### config.mk
export PLATFORM = sky130hd
export DESIGN_NAME = almost_offset_loader
export DESIGN_NICKNAME = d
export VERILOG_FILES = /design/src/rtl/almost_offset_loader.sv
export SDC_FILE = /design/constraint.sdc
export NUM_CORES = 1
export LEC_CHECK = 0
export BUFFER_PORTS_ARGS = -buffer_cell sky130_fd_sc_hd__clkbuf_2
export CORE_ASPECT_RATIO = 1.5
export CORE_MARGIN = 2
export CORE_UTILIZATION = 43
export CTS_CLUSTER_DIAMETER = 50
export DETAILED_ROUTE_END_ITERATION = 7
export PLACE_DENSITY = 0.75
export SLEW_MARGIN = 0
export SYNTH_ARGS = -nofsm -noshare
export SYNTH_HDL_FRONTEND = slang
export SYNTH_SLANG_ARGS = --single-unit
### constraint.sdc
create_clock -name clk -period 1.5 [get_ports clk]
set_input_delay 0.225 -clock clk [delete_from_list [all_inputs] [get_ports clk]]
set_output_delay 0.225 -clock clk [all_outputs]
set_load 0.005 [all_outputs]
### src/rtl/almost_offset_loader.sv
module almost_offset_loader #(
  parameter int DEPTH = 1024,
  parameter int DW = 36,
  localparam int AW = $clog2(DEPTH),
  localparam int SW = AW + 1,
  localparam int CW = $clog2(2 * SW)
) (
  input  logic          clk,
  input  logic          mrst_n,
  input  logic          prst_n,
  input  logic [1:0]    sel,
  input  logic          serial_mode,
  input  logic          wr_en,
  input  logic [DW-1:0] wr_data,
  input  logic          ser_en,
  input  logic          ser_din,
  output logic [AW-1:0] ae_off,
  output logic [AW-1:0] af_off,
  output logic          load_done,
  output logic          wr_allow
);

  localparam logic [DW-1:0] DEPTH_W = DW'(DEPTH);
  localparam logic [AW-1:0] TOP = AW'(DEPTH - 1);

  function automatic logic [AW-1:0] clamp(input logic [DW-1:0] v);
    return (v >= DEPTH_W) ? TOP : v[AW-1:0];
  endfunction

  logic          ser_q;
  logic          phase_q;
  logic [SW-1:0] sh_q;
  logic [CW-1:0] cnt_q;
  logic [AW-1:0] preset;

  wire go       = prst_n && !load_done;
  wire par_step = go && !ser_q && wr_en;
  wire ser_step = go && ser_q && ser_en;
  wire [SW-1:0] sh_nx = {sh_q[SW-2:0], ser_din};
  wire [DW-1:0] sh_ext = {{(DW-SW){1'b0}}, sh_nx};

  always_comb begin
    case (sel)
      2'b01:   preset = clamp(DW'(8));
      2'b10:   preset = clamp(DW'(16));
      2'b11:   preset = clamp(DW'(64));
      default: preset = '0;
    endcase
  end

  assign wr_allow = wr_en && load_done && prst_n;

  always_ff @(posedge clk) begin
    if (!mrst_n) begin
      ser_q     <= serial_mode;
      phase_q   <= 1'b0;
      sh_q      <= '0;
      cnt_q     <= '0;
      ae_off    <= preset;
      af_off    <= preset;
      load_done <= (sel != 2'b00);
    end else begin
      if (par_step) begin
        phase_q <= 1'b1;
        if (!phase_q) begin
          ae_off <= clamp(wr_data);
        end else begin
          af_off    <= clamp(wr_data);
          load_done <= 1'b1;
        end
      end
      if (ser_step) begin
        sh_q  <= sh_nx;
        cnt_q <= cnt_q + 1'b1;
        if (cnt_q == CW'(SW - 1)) ae_off <= clamp(sh_ext);
        if (cnt_q == CW'(2 * SW - 1)) begin
          af_off    <= clamp(sh_ext);
          load_done <= 1'b1;
        end
      end
    end
  end

  assert_par_waits_R2: assert property (@(posedge clk) disable iff (!mrst_n)
    (!load_done && !ser_q && !wr_en) |=> (!load_done && $stable(ae_off) && $stable(af_off)));

  assert_ser_waits_R3: assert property (@(posedge clk) disable iff (!mrst_n)
    (!load_done && ser_q && !ser_en) |=> (!load_done && $stable(ae_off) && $stable(af_off)));

  assert_flush_keeps_R6: assert property (@(posedge clk) disable iff (!mrst_n)
    !prst_n |=> ($stable(ae_off) && $stable(af_off) && $stable(load_done)));

  assert_locked_R7: assert property (@(posedge clk) disable iff (!mrst_n)
    load_done |=> (load_done && $stable(ae_off) && $stable(af_off)));

endmodule

==> metrics.txt, run 1 <==
RR Endpoint=af_off[6]; Top Ports=67; Pleak=between 1 and 1.5 nW; H-tree depth=2; Mapped Area=1680 um2; antenna violations before repair=0; HPWL after detailed placement=3.41 mm; Cell Pwr Density=860 nW/um2; DR WL/cell=16.9 um; fraction of layout cells with a size suffix above 1=0.562; Clock Power Share=0.447; Crit path arrival time=1.75 ns; complex-gate fraction of the synthesized area=0.218; Mapped Cells=183; area grow syn2layout=62.3%; Hold/Removal Path Class=in -> reg; yosys warns=0; FMAX=around 640 MHz; Netlist cell types=32; clk slew on worst S/H paths=0.08 ns; worst r2r src=ser_q; Required @ worst endpoint=1.68 ns; Synth Register Bits=38; total chip power=2.34 mW; die area=4430 um2; crit-path cells=nand4b_4, or3_4, buf_8, o221ai_4, o21ai_1; detailed-router iteration count before antenna repair=5; reg2reg path depth=5; Switching Fraction=0.221; Crit path depth=5; cell area after placement=2200 um2; synthesized area per cell=9.18 um2; CTS Buf Count=5; vias in the first global route=1846; Post-Layout Inst Area=2730 um2; Setup-failing EPs final=19; max_slew headroom=0.725; detailed-route DRC error count=0; CTS tree=yes; commonest non-fill, non-tap cells in the layout=clkbuf_2 (66), dfxtp_1 (35), nand2_1 (24); Die Width=roughly 55 um; Buf/Inv on CP=1; GRT Util Overall=0.256; failing checks=setup timing; max_cap viols=0; hold_buf cts=0; # rows=27; CORE AREA=around 3700 um2; kind of critical path=reg -> reg; critical-path maximum fanout=5; r2r setup slk=-0.07 ns; worst stage delay on the critical path=0.48 ns; RSZ-0062 raised after global routing=true; Sinks on Clock Net=38; Clock Path Buffers=2; fillers=291; crit path capture=af_off[6]; Final Worst Setup Slack=-0.0734 ns; worst slew pin tran=a little over 0.4 ns; Worst Skew=0.00774 ns; Vias=1799; Crit. End Element=register; minimum clock period=1.57 ns; final core utilization=0.733; Fin Setup TNS=-0.597 ns; total global routing overflow=0; sequential area share after synthesis=0.459; Comb pwr share=0.097; Final nets=321; adder-cell share of the synthesized area=0.0224; Flop pwr share=0.456; Synth Area in XOR/XNOR=0.0156; Die Y=80.5 um; post-DR vias/cell=5.68; final WL=5.36 mm; Port Buffer Count=66; CP Launch Type=register; pin count of the biggest net entering global routing=24; Routed Antenna Nets=0; n_diodes=0; Starting Density=0.452; first-pass GRT wire length=8.20 mm; largest vdd supply drop=0.000747 V; most common cell after layout, fill and taps aside=clkbuf_2; first-iteration detailed-routing DRC count=53; multiplexer share of the synthesized area=0; largest family of logic cells by synthesized area=simple AND/OR/NAND/NOR gates; Top delay family on crit path=simple AND/OR/NAND/NOR gates; Syn Nets=231; clk root buf=clkbuf_8; Sw Pwr=519 uW; Routability Congestion=0.830; clock latency on the worst-skew pair=0.30 ns; beginning of the critical path=ser_q; number of hold violations in the final report=0; Pint=1.83 mW; cell at the slowest stage of the critical path=edfxtp_1; Slew Limit Fails=0; status=finished with violations; Synth Area in Simple Gates=0.233; Tcrit/Tclk final=1.05
[registers in the layout, summed over array words and instances (netlist names)]
register   flops
ae_off        10
af_off        10
load_done      1
phase_q        1
sh_q          10
cnt_q          5
ser_q          1
[kinds of logic (layout without fill, tap and decap cells)]
group           Yosys count  in the layout
simple gates             63             63
compound gates           56             56
flops                    38             38
buf+inv                  20            111
fa+ha+maj                 3              3
xor+xnor                  3              3
[per-stage QoR]
stage | worst slack (ns) | cells | hold WS [ns]
after floorplan | 0.00826 | 183 | 0.324
after global placement | -0.0871 | 305 | 0.405
after detailed placement | -0.181 | 305 | 0.404
after CTS | -0.0248 | 317 | 0.103
after global routing | -0.137 | 317 | 0.106
final | -0.0734 | 317 | 0.102
[Yosys cell counts]
cell type	instances	area (um2)
nor2_1	7	26.3
nand4_1	2	12.5
nand4_2	1	12.5
buf_6	1	11.3
nand4b_1	1	8.76
ha_1	3	37.5
nand3_1	2	10.0
or3_1	2	12.5
edfxtp_1	1	30.0
o22ai_1	1	6.26
nor4_1	9	56.3
buf_2	3	15.0
nor3_1	1	5.00
a211oi_1	1	7.51
clkinv_1	1	3.75
a21oi_1	27	135
dfxtp_1	37	741
clkbuf_1	5	18.8
nand4b_4	1	23.8
and4b_1	1	10.0
nor4bb_1	1	10.0
xor2_1	3	26.3
o221ai_1	20	175
and3_1	1	6.26
nor3_4	2	32.5
inv_1	10	37.5
o22ai_2	1	12.5
nand2_1	26	97.6
o21ai_1	6	30.0
nand4bb_1	2	22.5
nor4_2	3	37.5
nand3b_1	1	7.51
[per-layer routing]
layer | wire length (um) | track usage
met5 | 0 | 0
met3 | 267 | 0.0502
met2 | 2990 | 0.452
met4 | 199 | 0.141
met1 | 1900 | 0.267
[power groups by stage]
stage | sequential (mW) | clock (mW) | combinational (mW)
after floorplan | 1.08 | 0 | 0.0680
after global placement | 1.08 | 0 | 0.186
after detailed placement | 1.08 | 0 | 0.188
after CTS | 1.06 | 1.05 | 0.203
after global routing | 1.07 | 1.09 | 0.248
final | 1.07 | 1.05 | 0.228
[how the worst min path moves through the flow]
stage | startpoint | end | slack (ns) | cells past startpoint
final | serial_mode | ser_q | 0.10 | 1
after global routing | serial_mode | ser_q | 0.11 | 1
after CTS | serial_mode | ser_q | 0.10 | 1
after detailed placement | serial_mode | ser_q | 0.40 | 1
after global placement | serial_mode | ser_q | 0.40 | 1
after floorplan | serial_mode | ser_q | 0.32 | 0
[final cells by class]
cell class	instances	area [um2]	area share
sequential	38	773	0.284
clock buffer	5	68.8	0.0253
tap	43	53.8	0.0197
multi-input combinational	125	1130	0.416
inverter	11	41.3	0.0152
timing repair buffer	92	584	0.214
clock inverter	3	68.8	0.0253
[timing repair]
| item | CTS | global route |
|---|---|---|
| buffers inserted | 2 | 0 |
| cloned | 2 | 0 |
| pin swaps | 7 | 21 |
| endpoints found under the hold margin | 0 | 0 |
| endpoints found under the setup margin | 20 | 32 |
| resized for setup | 26 | 39 |
(Power assumes the default switching activity.)
==> inputs of run 2 (changes only) <==
Settings changed: PLACE_DENSITY 0.75 to not set, PLACE_DENSITY_LB_ADDON set to 0.08.
==> metrics.txt, run 2 (synthesis results as in run 1) <==
minimum clock period=1.56 ns; hold_buf cts=0; Sinks on Clock Net=38; Clock Path Buffers=2; max_cap viols=0; pin count of the biggest net entering global routing=24; Top Ports=67; Hold/Removal Path Class=in -> reg; DR WL/cell=15.6 um; number of hold violations in the final report=0; WL met3=roughly 230 um; CP Launch Type=register; antenna violations before repair=0; first-iteration detailed-routing DRC count=51; DRT met1 WL=1.87 mm; total global routing overflow=0; GRT Util Overall=0.225; FMAX=about 640 MHz; Die Y=80.5 um; Starting Density=0.452; Worst Skew=between 0.004 and 0.005 ns; uppermost layer routed=met4; reg2reg path depth=8; Die Width=55.0 um; Required @ worst endpoint=1.72 ns; total chip power=2.27 mW; Routed Antenna Nets=0; vias in the first global route=1668; CORE AREA=between 3000 and 4000 um2; most common cell after layout, fill and taps aside=clkbuf_2; worst hold margin=between 0.1 and 0.15 ns; post-DR vias/cell=5.71; die area=4430 um2; Routability Congestion=0.762; detailed-router iteration count before antenna repair=5; failing checks=setup timing; largest vdd supply drop=0.000909 V; fraction of layout cells with a size suffix above 1=0.549; area grow syn2layout=60.7%; fin cells=around 320; Inst Count DP=304; clk root buf=clkbuf_8; worst slew pin tran=~0.30 ns; Pleak=1.13 nW; Slew Limit Fails=0; Vias=1816; RSZ-0062 raised after global routing=true; Crit. End Element=register; status=finished with violations; first-pass GRT wire length=around 7.3 mm; Port Buffer Count=66; kind of critical path=reg -> reg; Crit path arrival time=1.78 ns; cell area after placement=2190 um2; Cells on Worst Hold Path=1; max_slew headroom=0.798; Tcrit/Tclk final=1.04; H-tree depth=2; Setup-failing EPs final=15; clock latency on the worst-skew pair=0.29 ns; CTS Buf Count=5; HPWL after detailed placement=3.36 mm; CTS tree=yes; commonest non-fill, non-tap cells in the layout=clkbuf_2 (66), dfxtp_1 (35), nand2_1 (24); final WL=4.95 mm; Post-Layout Inst Area=2700 um2; pre-CTS setup slack=-0.176 ns; Final nets=322; critical-path maximum fanout=5; clk slew on worst S/H paths=0.08 ns; largest registers=ae_off (10), af_off (10), sh_q (10); Final Worst Setup Slack=-0.0633 ns; detailed-route DRC error count=0; met2 routed WL=about 2.7 mm; # rows=27; n_diodes=0; Cell Pwr Density=between 800 and 900 nW/um2
==> run 2: changes by cell type in the layout (fill, tap and decap cells not counted), moves of 2 or more <==
cell / delta
a21oi_1: +6
a21oi_2: -6
buf_6: +4
buf_8: -2
nor4_1: -5
nor4_4: +4
o221ai_1: +5
o221ai_4: -6
o22ai_2: -2
o22ai_4: +2
==> run 2: worst max-delay path, cell delays in order (launching register included) <==
cell and delay (ns):
dfxtp_2 0.36, inv_2 0.06, ha_2 0.18, nand4bb_4 0.12, buf_4 0.17, o22ai_4 0.17
buf_6 0.16, o221ai_2 0.10, o21ai_1 0.17
==> run 2: metrics by stage <==
| stage | setup TNS, ns | util |
|---|---|---|
| 6_report | -0.457 | 0.726 |
| 4_1_cts | -0.555 | 0.662 |
| 5_1_grt | -2.34 | 0.726 |
| 2_1_floorplan | 0 | - |
| 3_3_place_gp | -1.01 | 0.589 |
| 3_5_place_dp | -1.58 | 0.589 |
==> run 2: per-layer routing <==
metal / GRT usage / up-vias
met1: 0.251 / 864
met5: 0 / -
met2: 0.411 / 60
met4: 0.0561 / 0
li1: - / 881
met3: 0.0502 / 11
==> run 2: where the power goes <==
group,switching [mW],internal (mW)
registers,0.0275,1.04
logic,0.106,0.117
clock network,0.385,0.599
total,0.519,1.76
==> run 2: final timing paths <==
| check | endpoint | start | slack [ns] |
|---|---|---|---|
| setup / recovery | ae_off[3] | cnt_q[0] | -0.06 |
| setup reg to reg | ae_off[3] | cnt_q[0] | -0.06 |
| hold / removal | ser_q | serial_mode | 0.10 |
| hold reg to reg | cnt_q[0] | cnt_q[0] | 0.51 |
==> run 2: what timing repair did <==
| item | 4_1_cts | 5_1_grt |
|---|---|---|
| buffers inserted | 0 | 4 |
| setup endpoints to repair | 13 | 26 |
| pin swaps | 12 | 22 |
| gates cloned | 0 | 2 |
| gates resized for setup | 24 | 37 |
==> run 2: area by class of cell <==
class | instances | area [um2]
multi-input cells | 126 | 1120
fillers | 296 | 1020
flip-flops and latches | 38 | 773
repair buffers | 92 | 572
clock buffers | 6 | 93.8
well taps | 43 | 53.8
inverters | 11 | 41.3
clock inverters | 2 | 38.8
